**config.mk**
```make
export PLATFORM = sky130hd
export DESIGN_NAME = afsk_demod
export DESIGN_NICKNAME = d
export VERILOG_FILES = /design/src/rtl/afsk_pkg.sv /design/src/rtl/afsk_mixer.sv /design/src/rtl/afsk_lpf.sv /design/src/rtl/afsk_bitsync.sv /design/src/rtl/afsk_demod.sv
export SDC_FILE = /design/constraint.sdc
export NUM_CORES = 1
export LEC_CHECK = 0
export ABC_AREA = 1
export BUFFER_PORTS_ARGS = -buffer_cell sky130_fd_sc_hd__buf_2
export CORE_UTILIZATION = 45
export DETAILED_ROUTE_END_ITERATION = 16
export PLACE_DENSITY_LB_ADDON = 0.05
export RECOVER_POWER = 25
export SYNTH_ARGS = -nofsm -noshare
export SYNTH_HDL_FRONTEND = slang
export SYNTH_HIERARCHICAL = 1
export SYNTH_SLANG_ARGS = --single-unit
export TNS_END_PERCENT = 30
```
**constraint.sdc**
```tcl
create_clock -name clk -period 10.32 [get_ports clk]
set_input_delay 2.064 -clock clk [delete_from_list [all_inputs] [get_ports clk]]
set_output_delay 2.064 -clock clk [all_outputs]
set_load 0.05 [all_outputs]
```
**src/rtl/afsk_pkg.sv**
```systemverilog
package afsk_pkg;
  // two-of-three vote over the newest sliced values
  function automatic logic vote3(input logic [2:0] b);
    return (b[0] & b[1]) | (b[0] & b[2]) | (b[1] & b[2]);
  endfunction
endpackage

```
**src/rtl/afsk_mixer.sv**
```systemverilog
module afsk_mixer #(
  parameter int SAMP_W = 8,
  parameter int DLY    = 4,
  parameter int ACC_W  = 16
) (
  input  logic                     clk,
  input  logic                     rst_n,
  input  logic                     fire,
  input  logic signed [SAMP_W-1:0] smp,
  output logic signed [ACC_W-1:0]  prod
);
  localparam int MUL_W = 2 * SAMP_W;

  logic signed [SAMP_W-1:0] tap [DLY];
  logic signed [MUL_W-1:0]  mul;

  // delay line, newest at tap[0]
  for (genvar i = 0; i < DLY; i++) begin : g_tap
    if (i == 0) begin : g_head
      always_ff @(posedge clk) begin
        if (!rst_n)    tap[i] <= '0;
        else if (fire) tap[i] <= smp;
      end
    end else begin : g_body
      always_ff @(posedge clk) begin
        if (!rst_n)    tap[i] <= '0;
        else if (fire) tap[i] <= tap[i-1];
      end
    end
  end

  assign mul  = smp * tap[DLY-1];
  assign prod = ACC_W'(mul >>> 2);
endmodule

```
**src/rtl/afsk_lpf.sv**
```systemverilog
module afsk_lpf #(
  parameter int ACC_W = 16
) (
  input  logic                    clk,
  input  logic                    rst_n,
  input  logic                    fire,
  input  logic signed [ACC_W-1:0] x_in,
  output logic signed [ACC_W-1:0] y_out
);
  logic signed [ACC_W-1:0] x_q, y_q;

  // shift-only recursive low-pass
  assign y_out = x_q + x_in + (y_q >>> 1) + (y_q >>> 3) + (y_q >>> 5);

  always_ff @(posedge clk) begin
    if (!rst_n) begin
      x_q <= '0;
      y_q <= '0;
    end else if (fire) begin
      x_q <= x_in;
      y_q <= y_out;
    end
  end
endmodule

```
**src/rtl/afsk_bitsync.sv**
```systemverilog
module afsk_bitsync
  import afsk_pkg::*;
#(
  parameter int SPB     = 8,
  parameter int PH_STEP = 8
) (
  input  logic clk,
  input  logic rst_n,
  input  logic fire,
  input  logic pos,
  output logic decide,
  output logic data_bit
);
  localparam int PH_MAX  = SPB * PH_STEP;
  localparam int PH_HALF = PH_MAX / 2;
  localparam int PH_W    = $clog2(PH_MAX + PH_STEP + 2);

  logic [2:0]      hist, hist_n;
  logic [PH_W-1:0] phase, phase_adj, phase_sum, phase_nxt;
  logic            edge_w, wrap, raw, prev_raw;

  assign hist_n = {hist[1:0], pos};
  assign edge_w = hist_n[0] ^ hist_n[1];

  always_comb begin
    phase_adj = phase;
    if (edge_w) begin
      if (phase < PH_W'(PH_HALF)) phase_adj = phase + PH_W'(1);
      else                        phase_adj = phase - PH_W'(1);
    end
  end

  assign phase_sum = phase_adj + PH_W'(PH_STEP);
  assign wrap      = phase_sum >= PH_W'(PH_MAX);
  assign phase_nxt = wrap ? phase_sum - PH_W'(PH_MAX) : phase_sum;

  assign raw      = vote3(hist_n);
  assign decide   = fire && wrap;
  assign data_bit = ~(raw ^ prev_raw);

  always_ff @(posedge clk) begin
    if (!rst_n) begin
      hist     <= '0;
      phase    <= '0;
      prev_raw <= 1'b0;
    end else if (fire) begin
      hist  <= hist_n;
      phase <= phase_nxt;
      if (wrap) prev_raw <= raw;
    end
  end

  p_phase_range_r5: assert property (@(posedge clk) disable iff (!rst_n)
    phase < PH_W'(PH_MAX));

  p_step_r5: assert property (@(posedge clk) disable iff (!rst_n)
    (fire && !edge_w && phase < PH_W'(PH_MAX - PH_STEP))
      |=> phase == $past(phase) + PH_W'(PH_STEP));

  p_nudge_up_r6: assert property (@(posedge clk) disable iff (!rst_n)
    (fire && edge_w && phase < PH_W'(PH_HALF))
      |=> phase == $past(phase) + PH_W'(PH_STEP + 1));
endmodule

```
**src/rtl/afsk_demod.sv**
```systemverilog
module afsk_demod #(
  parameter int SAMP_W  = 8,
  parameter int SPB     = 8,
  parameter int PH_STEP = 8,
  parameter int ACC_W   = 16
) (
  input  logic              clk,
  input  logic              rst_n,
  input  logic              smp_valid,
  input  logic [SAMP_W-1:0] smp_data,
  output logic              smp_ready,
  output logic              bit_valid,
  output logic              bit_data,
  input  logic              bit_ready
);
  localparam int DLY = SPB / 2;

  logic                    fire, decide, dbit;
  logic signed [ACC_W-1:0] prod, yv;

  assign smp_ready = !bit_valid || bit_ready;
  assign fire      = smp_valid && smp_ready;

  afsk_mixer #(.SAMP_W(SAMP_W), .DLY(DLY), .ACC_W(ACC_W)) u_mix (
    .clk(clk), .rst_n(rst_n), .fire(fire),
    .smp(signed'(smp_data)), .prod(prod));

  afsk_lpf #(.ACC_W(ACC_W)) u_lpf (
    .clk(clk), .rst_n(rst_n), .fire(fire), .x_in(prod), .y_out(yv));

  afsk_bitsync #(.SPB(SPB), .PH_STEP(PH_STEP)) u_sync (
    .clk(clk), .rst_n(rst_n), .fire(fire), .pos(yv > 0),
    .decide(decide), .data_bit(dbit));

  always_ff @(posedge clk) begin
    if (!rst_n) begin
      bit_valid <= 1'b0;
      bit_data  <= 1'b0;
    end else if (decide) begin
      bit_valid <= 1'b1;
      bit_data  <= dbit;
    end else if (bit_ready) begin
      bit_valid <= 1'b0;
    end
  end

  p_hold_r9: assert property (@(posedge clk) disable iff (!rst_n)
    (bit_valid && !bit_ready) |=> (bit_valid && $stable(bit_data)));

  p_stall_r9: assert property (@(posedge clk) disable iff (!rst_n)
    (bit_valid && !bit_ready) |-> !smp_ready);

  p_rise_r10: assert property (@(posedge clk) disable iff (!rst_n)
    $rose(bit_valid) |-> $past(fire));
endmodule

```
Yosys cells after proc, flatten, opt, wreduce, memory -nomap -nowiden
Memory sizes are Yosys's and may differ from the RTL's. Index checks and enable logic that the tools add are counted.

Memories kept: 1. Output and inout bits: 3. Bits in read-only memories: 0. Bits of input ports: 12. RAM bits: 32. Logic and storage cells: 51. Latch bits: 0. Bits in registers: 42.

Muxes and demuxes: 13. Add/subtract/negate cells: 8. Reduce and logical (&&, ||, !) cells: 6. Multiply operators: 1. Divide/modulo/power cells: 0. Bitwise operators: 12. Shift-type cells: 0. Magnitude comparators: 3. Eq/ne operators: 0.

Memory list: u_mix.tap (depth 4, bits a word 8, rd ports 4, clocked after Yosys merged registers in 0, write ports 4, RTL line afsk_mixer.sv:14) `logic signed [SAMP_W-1:0] tap [DLY];`.

Operators by type and width (number): $mux 8 (4); $mux 7 (3); $add 15x15->16 (1); $add 16x11->16 (1); $add 16x13->16 (1); $gt 16x1->1 const B (1); $mul 8x8->16 (1); $add 14x14->15 (1); $add 7x1->7 const B (1); $add 7x4->7 const B (1); $ge 7x7->1 const B (1); $lt 7x6->1 const B (1); $sub 7x1->7 const B (1); $sub 7x7->7 const B (1); $mux 1 (6); $or 1x1->1 (6); $and 1x1->1 (3); $logic_and 1x1->1 (2); $reduce_and 2->1 (1); $reduce_bool 2->1 (1); $xor 1x1->1 (2); $logic_not 1->1 (1); $logic_or 1x1->1 (1); $not 1->1 (1).

Logic depth before layout (Yosys ltp)
Gate-level depths: netlist of the first run.

Word-level depth: 12. Depth in mapped cells: 52. Gate-level depth less buffers: 51.

Cells and area by module
The synthesis of the first run kept the hierarchy.

By module, submodules not included: afsk_mixer (sequential area each 960.9 µm², area each 3916.3 µm², times used 1, cells each 485); afsk_lpf (sequential area each 620.6 µm², area each 3276.9 µm², times used 1, cells each 471); afsk_bitsync (sequential area each 180.2 µm², area each 639.4 µm², times used 1, cells each 94); afsk_demod (sequential area each 40.0 µm², area each 138.9 µm², times used 1, cells each 25).

Least setup slack after synthesis of the first run
No wires, ideal clock.

Path kind: input to register. Start: input port smp_data[7]. End: register u_sync.phase[5]. Data required time: 10.264 ns. Path buffers: 1. Cell stages on the path: 44. Library setup time: 0.056 ns. Arrival time: 9.547 ns. Setup slack: 0.717 ns. Path through: clkbuf_1 -> nand2_1 -> fa_1 -> fa_1 -> inv_1 -> fa_1 -> inv_1 -> fa_1 -> inv_1 -> ha_1 -> a21o_1 -> a21oi_1 -> nand2_1 -> xor2_1 -> inv_1 -> fa_1 -> inv_1 -> fa_1 -> [... 8 more ...] -> a21oi_1 -> nand2_1 -> nand2_1 -> nand2_1 -> nor2_1 -> nand2_1 -> nor2_1 -> a21oi_1 -> ha_1 -> inv_1 -> nand2_1 -> nand2_1 -> inv_1 -> ha_1 -> or2_1 -> nand3_1 -> nand2_1 -> inv_1.

Longest elaborated chain between the ends: 11. Elaborated cells between the ends (all ways): 12. Classes of those cells: 6 x add/sub; 1 x mul; 2 x order compare; 2 x mux; 1 x bitwise.

RTL lines: from (decl) (RTL line afsk_demod.sv:10) `input logic [SAMP_W-1:0] smp_data,`; $mul 8x8->16 (*) (RTL line afsk_mixer.sv:32) `assign mul = smp * tap[DLY-1];`; named net prod[10] (RTL line afsk_demod.sv:19) `logic signed [ACC_W-1:0] prod, yv;`; $add 14x14->15 (*) (RTL line afsk_lpf.sv:13) `assign y_out = x_q + x_in + (y_q >>> 1) + (y_q >>> 3) + (y_q >>> 5);`; $add 15x15->16 (*) (RTL line afsk_lpf.sv:13); $add 16x13->16 (*) (RTL line afsk_lpf.sv:13); $add 16x11->16 (*) (RTL line afsk_lpf.sv:13); named net yv[15] (RTL line afsk_demod.sv:19); $gt 16x1->1 (*) (RTL line afsk_demod.sv:32) `.clk(clk), .rst_n(rst_n), .fire(fire), .pos(yv > 0),`; $xor 1x1->1 (*) (RTL line afsk_bitsync.sv:23) `assign edge_w = hist_n[0] ^ hist_n[1];`; $mux 7 (*) (RTL line afsk_bitsync.sv:27) `if (edge_w) begin`; $add 7x4->7 (*) (RTL line afsk_bitsync.sv:33) `assign phase_sum = phase_adj + PH_W'(PH_STEP);`; $sub 7x7->7 or $ge 7x7->1 (tied branches) (RTL line afsk_bitsync.sv:35, afsk_bitsync.sv:34); $mux 7 (*) (RTL line afsk_bitsync.sv:35) `assign phase_nxt = wrap ? phase_sum - PH_W'(PH_MAX) : phase_sum;`; to (signal assigned) (RTL line afsk_bitsync.sv:48) `phase <= phase_nxt;`; to (decl) (RTL line afsk_bitsync.sv:19) `logic [PH_W-1:0] phase, phase_adj, phase_sum, phase_nxt;`.

The timed path passes the listed nets; every way through them passes the cells marked *. A chain may end at the register's enable or synchronous reset.

Worst setup path in the final report of the first run
Start: input port smp_data[6]. End: register u_sync.phase[5].

Same word-level chain as after synthesis.

==> results of run 1 <==
-- repair_timing --
item,4_1_cts,5_1_grt
gates resized for setup,0,6
setup buffers,0,0
setup endpoints to repair,0,4
-- worst min-delay path by stage --
stage | from | to | cells past startpoint
floorplan | u_sync/hist[1]$_SDFFE_PN0P_ | u_sync/hist[1]$_SDFFE_PN0P_ | 2
global placement | u_lpf/x_q[14]$_SDFFE_PN0P_ | u_lpf/x_q[14]$_SDFFE_PN0P_ | 2
detailed placement | bit_data$_SDFFE_PN0P_ | bit_data$_SDFFE_PN0P_ | 2
CTS | u_sync/prev_raw$_SDFFE_PN0P_ | u_sync/prev_raw$_SDFFE_PN0P_ | 2
global route | u_sync/phase[4]$_SDFFE_PN0P_ | u_sync/phase[4]$_SDFFE_PN0P_ | 2
finish | u_sync/prev_raw$_SDFFE_PN0P_ | u_sync/prev_raw$_SDFFE_PN0P_ | 2
-- sequential cells by signal (all words and copies together) (netlist names) --
register / count
u_sync/prev_raw: 1
u_sync/hist: 2
bit_valid: 1
u_sync/phase: 6
bit_data: 1
u_lpf/y_q: 15
u_mix/tap: 32
u_lpf/x_q: 16
-- layout make-up --
| type | count | area (um^2) | share of cell area (%) |
|---|---|---|---|
| multi-input combinational | 629 | 4777 | 55.83 |
| sequential | 74 | 1802 | 21.06 |
| inverter | 345 | 1295 | 15.13 |
| tap | 225 | 281.5 | 3.290 |
| clock buffer | 9 | 225.2 | 2.632 |
| timing repair buffer | 19 | 101.3 | 1.184 |
| clock inverter | 7 | 75.07 | 0.8773 |
-- worst min-delay path, stage by stage, from the launching register on --
cell	delay [ns]
dfxtp_1	0.34
a21oi_1	0.05
nor2_1	0.09
-- synth_stat cells (all sizes together), types with 2 or more instances --
cell type    n
inv        345
nand2      217
fa          94
nor2        91
ha          56
a21oi       51
nand3       45
dfxtp       42
o21ai       39
edfxtp      32
clkbuf      22
xor2        13
nand4        6
buf          5
xnor2        4
and2         3
a21boi       2
o21a         2
o21bai       2
or2          2
-- metrics by stage --
stage / cells / worst slack (ns) / cell area, um^2 / hold WS [ns] / util [%]
floorplan: 1075 / 0.7169 / 7971 / 0.4633 / -
global placement: 1292 / 0.2463 / 8244 / 0.4976 / 47.66
detailed placement: 1292 / 0.1679 / 8244 / 0.4999 / 47.66
CTS: 1308 / 0.4912 / 8544 / 0.5146 / 49.40
global route: 1308 / 0.01732 / 8557 / 0.5606 / 49.47
finish: 1308 / 0.5864 / 8557 / 0.5089 / 49.47
-- kinds of logic (layout without fill, tap and decap cells) --
| kind of cell | Yosys count | after routing | synth area share, % |
|---|---|---|---|
| flops | 74 | 74 | 22.60 |
| buf+inv | 372 | 380 | 17.85 |
| simple gates | 365 | 365 | 18.84 |
| compound gates | 97 | 97 | 6.451 |
| xor+xnor | 17 | 17 | 1.868 |
| fa+ha+maj | 150 | 150 | 32.40 |
-- routing by layer --
layer	up-vias	GRT usage [%]	wire length [um]	part of all wire (%)
met5	-	0	0	0
met4	0	3.558	109	0.68
met3	12	2.440	387	2.4
met2	59	33.87	7703	48
met1	2829	25.84	7832	49
li1	3121	-	-	-
==> metrics.md, run 1 <==
| Metric | Value |
|---|---|
| I/O pin cnt | `15` |
| Reg2Reg Setup Slack | `around 1.9 ns` |
| Headroom to the max-slew limit | `~4.5%` |
| Crit. End Element | `flop` |
| Buf/Inv on CP | `13` |
| Nets | `between 1000 and 1500` |
| Core Area | `about 17000 um^2` |
| WL final | `approximately 16000 um` |
| IO buf count | `14` |
| CP arrival | `~10 ns` |
| Worst setup path startpoint | `smp_data[6]` |
| Remaining design rule violation count | `0` |
| Fin Clk Skew | `~0.012 ns` |
| CP top delay family | `adder cells` |
| Setup TNS | `0 ns` |
| Initial antenna violation count | `0` |
| Critical path depth in cells | `46` |
| Seq cells post-synth | `74` |
| Drt wl/cell | `12.26 um` |
| Clk_lat worst skew | `~0.34 ns` |
| Routed vias/inst | `4.603` |
| Period utilisation layout | `around 94%` |
| Vias in the first global route | `approximately 6000` |
| Async SR Flop Fraction | `0%` |
| Final setup viols | `0` |
| Synth Instances | `1075` |
| Synth cell types | `34` |
| Reg-to-Reg Start | `u_mix/tap[3][2]$_SDFFCE_PN0P_` |
| TritonCTS clock tree | `built` |
| Final Max Slew Viols | `0` |
| DP HPWL | `13010 um` |
| Mapped cell area | `roughly 8000 um^2` |
| Critical path class | `input pin to flop` |
| Startpoint types | `input pin` |
| Top FF cell, synth | `dfxtp_1` |
| Max frequency | `102.7 MHz` |
| CP max stage cell | `fa_1` |
| Outcome | `finished clean` |
| Global-route wire length before repair | `roughly 28000 um` |
| Longest Clk Path Bufs | `2` |
| Full die area | `18250 um^2` |
| Largest net degree at the start of global routing | `48` |
| Clk sinks | `74` |
| Vias | `6021` |
| Gr ovfl total | `0` |
| Least-Margin Pin Slew | `approximately 1.4 ns` |
| Seq/Total Area, Yosys | `between 20% and 30%` |
| Die width | `about 140 um` |
| Die H | `135.1 um` |
| Placer Congestion | `slightly below 0.9` |
| Initial core utilization | `46.09%` |
| Most frequent cells in the layout | `inv_1, nand2_1, fa_1, nor2_1, ha_1` |
| FF-to-FF End | `u_sync/phase[5]$_SDFFE_PN0P_` |
| Synth warnings | `6` |
| Std cell rows | `48` |
| Critical Path Sink | `u_sync/phase[5]$_SDFFE_PN0P_` |
| Required time of the critical path | `between 10 and 15 ns` |
| Inserted Clock Buffers | `9` |
| CP max stage delay | `0.54 ns` |
| Cell taking the most area after synthesis | `fa_1` |
| Synthesized area per cell | `approximately 7.4 um^2` |
| Worst-path clk slew | `about 0.07 ns` |
| Root buf cell | `clkbuf_16` |
| Final ANT Viol Nets | `0` |
| # diodes | `0` |
| MaxCap Viol Count | `0` |
| Detailed Route Iter0 Violations | `about 250` |
| CP max FO | `9` |
| Syn_nets | `about 1200` |
| Layout area overhead | `7.346%` |
| Ranking of synthesized cells by area | `fa_1, inv_1, edfxtp_1, dfxtp_1, nand2_1` |
| Drt first pass iters | `4` |
| Share of post-route cells with drive strength above 1 | `under 10%` |
| R2R depth | `45` |
| Hold violation count in the final report | `0` |
| Share of the synthesized area in the top cell type | `23.61%` |
| Post-CTS Hold Buffers | `0` |
| Number of synthesized flops with an enable pin | `32` |
| Layout fillers | `roughly 1800` |
| H-tree levels | `3` |
| RSZ-0062 raised after global routing | `no` |
| Tightest Hold Check Type | `flop to flop` |
| Fin crit period | `9.734 ns` |
| Total track usage | `approximately a fifth` |
| Most common library cell in the layout ignoring fill and taps | `inv_1` |
Power of run 1 is not shown: default switching activity piles up to over one toggle a cycle in this logic, so the estimate is an artifact.
==> run 2, diff against run 1 <==
==> constraint.sdc (replaced) <==
create_clock -name clk -period 9.8 [get_ports clk]
set_input_delay 1.96 -clock clk [delete_from_list [all_inputs] [get_ports clk]]
set_output_delay 1.96 -clock clk [all_outputs]
set_load 0.05 [all_outputs]
==> run 2 against run 1 <==
Compared with the run above: core utilization rose by 3.5 points; wire length rose by 0.95%; critical path depth did not move; flip-flop and latch count did not move; the flow now finishes with violations (max-capacitance violations, max-slew violations); clock-buffer cell count did not move; global-route usage rose by 0.43 points.
==> metrics.md, run 2 (synthesized netlist as in run 1, its figures left out) <==
| Metric | Value |
|---|---|
| Final setup viols | `0 (unchanged)` |
| Fin Clk Skew | `0.008333 ns (was 0.01150 ns)` |
| Tightest Hold Check Type | `flop to flop (unchanged)` |
| Core Area | `17300 um^2 (unchanged)` |
| Largest regs | `u_mix/tap (32), u_lpf/x_q (16), u_lpf/y_q (15) (unchanged)` |
| DP HPWL | `13120 um (was 13010 um)` |
| Placer Congestion | `0.8991 (was 0.8932)` |
| Detailed Route Iter0 Violations | `244 (was 245)` |
| TritonCTS clock tree | `built (unchanged)` |
| Max reg flops | `32 (unchanged)` |
| Initial core utilization | `46.09% (unchanged)` |
| Die H | `135.1 um (unchanged)` |
| Headroom to the max-slew limit | `-7.811% (was 4.497%)` |
| Required time of the critical path | `10.02 ns (was 10.61 ns)` |
| MaxCap Viol Count | `1 (was 0)` |
| Met1 global-route usage | `26.33% (was 25.84%)` |
| Most common library cell in the layout ignoring fill and taps | `inv_1 (unchanged)` |
| # diodes | `0 (unchanged)` |
| Post-CTS Hold Buffers | `0 (unchanged)` |
| Dpl cells | `1346 (was 1292)` |
| Final Max Slew Viols | `32 (was 0)` |
| RSZ-0062 raised after global routing | `yes (was no)` |
| Drt wl/cell | `11.85 um (was 12.26 um)` |
| Routed vias/inst | `4.575 (was 4.603)` |
| Vias | `6249 (was 6021)` |
| Share of post-route cells with drive strength above 1 | `11.83% (was 5.448%)` |
| Initial antenna violation count | `0 (unchanged)` |
| Buf/Inv on CP | `12 (was 13)` |
| Die width | `135.1 um (unchanged)` |
| Remaining design rule violation count | `0 (unchanged)` |
| Global-route wire length before repair | `28460 um (was 27820 um)` |
| Nets | `1298 (was 1240)` |
| Clk_lat worst skew | `0.34 ns (about the same)` |
| Most frequent cells in the layout | `inv_1, nand2_1, fa_1, nor2_1, buf_4 (was inv_1, nand2_1, fa_1, nor2_1, ha_1)` |
| Layout area overhead | `14.90% (was 7.346%)` |
| Std cell rows | `48 (unchanged)` |
| Setup TNS | `0 ns (unchanged)` |
| Root buf cell | `clkbuf_16 (unchanged)` |
| Clk sinks | `74 (unchanged)` |
| Vias in the first global route | `6256 (was 5996)` |
| I/O pin cnt | `15 (unchanged)` |
| Finished Layout Cells | `1366 (was 1308)` |
| Largest net degree at the start of global routing | `48 (unchanged)` |
| Crit. End Element | `flop (unchanged)` |
| Failing checks | `max-capacitance violations, max-slew violations` |
| CP max stage delay | `0.53 ns (was 0.54 ns)` |
| Outcome | `finished, violations left (was finished clean)` |
| Fin crit period | `9.349 ns` |
| Longest Clk Path Bufs | `2 (unchanged)` |
| CP top delay family | `adder cells (unchanged)` |
| CP max FO | `6 (was 9)` |
| Most used routing layer | `met2 (unchanged)` |
| Total track usage | `19.83% (was 19.41%)` |
| Inserted Clock Buffers | `9 (unchanged)` |
| Met3 Use GR | `2.590% (was 2.440%)` |
| Worst-path clk slew | `0.06 ns (was 0.07 ns)` |
| Layout fillers | `1751 (was 1775)` |
| H-tree levels | `3 (unchanged)` |
| Max frequency | `between 100 and 150 MHz` |
| Hold violation count in the final report | `0 (unchanged)` |
| GR Layer Usage met2 | `34.39% (was 33.87%)` |
| Period utilisation layout | `95.39%` |
| Least-Margin Pin Slew | `1.617 ns (was 1.433 ns)` |
| Final ANT Viol Nets | `0 (unchanged)` |
| Drt first pass iters | `5 (was 4)` |
| Gr ovfl total | `0 (unchanged)` |
| CP arrival | `9.57 ns (was 10.03 ns)` |
| CP max stage cell | `fa_1 (unchanged)` |
| IO buf count | `14 (unchanged)` |
| Critical path class | `input pin to flop (unchanged)` |
| Largest Register | `u_mix/tap (unchanged)` |
| WL final | `16180 um (was 16030 um)` |
| Startpoint types | `input pin (unchanged)` |
| Full die area | `18250 um^2 (unchanged)` |
==> run 2: changes by cell type in the layout (fill, tap and decap cells not counted), sizes merged <==
cell      delta
bufinv       +2
inv          -1
clkinvlp     -1
buf         +58
==> run 2: cell type report <==
type	instances	area [um^2]	area share (%)
sequential	74	1802	19.67
tap	225	281.5	3.074
inverter	345	1295	14.14
timing repair buffer	77	536.8	5.861
clock inverter	7	116.4	1.270
multi-input combinational	629	4902	53.52
clock buffer	9	225.2	2.459
==> run 2: worst reg2reg max path: cells and delay by family, from the launching register on <==
family	cells	cell delay [ns]
compound gates	4	0.58
buf+inv	11	0.76
fa+ha+maj	11	4.61
flops	1	0.57
simple gates	19	1.58
==> run 2: metal layers <==
metal | share of wire [%] | vias up
met3 | 2.4 | 10
met5 | 0 | -
met1 | 49 | 2946
li1 | - | 3245
met2 | 48 | 48
met4 | 0.75 | 0
==> run 2: through the flow <==
stage                     hold WS [ns]  utilization (%)  worst slack [ns]  cell area, um^2
after floorplan                 0.4633                -            0.3009             7971
after global placement          0.4860            50.01          -0.09693             8650
after detailed placement        0.4948            50.01           -0.1579             8650
after CTS                       0.5099            51.98            0.1716             8991
after global routing            0.5299            52.95          -0.04130             9159
final                           0.5061            52.95            0.4513             9159
==> run 2: path summary, 6_finish.rpt <==
path                            startpoint                           end  slack (ns)  depth (start not counted)
max                            smp_data[7]  u_sync/phase[4]$_SDFFE_PN0P_        0.45                         46
min            u_sync/hist[1]$_SDFFE_PN0P_   u_sync/hist[1]$_SDFFE_PN0P_        0.51                          2
max reg2reg  u_mix/tap[3][2]$_SDFFCE_PN0P_  u_sync/phase[4]$_SDFFE_PN0P_        1.58                         45
min reg2reg    u_sync/hist[1]$_SDFFE_PN0P_   u_sync/hist[1]$_SDFFE_PN0P_        0.51                          2
==> run 2: repair_timing <==
action	CTS	global route
endpoints found under the setup margin	0	8
gates resized for setup	0	26
setup buffers	0	4
Power of run 2 is left out for the same reason.
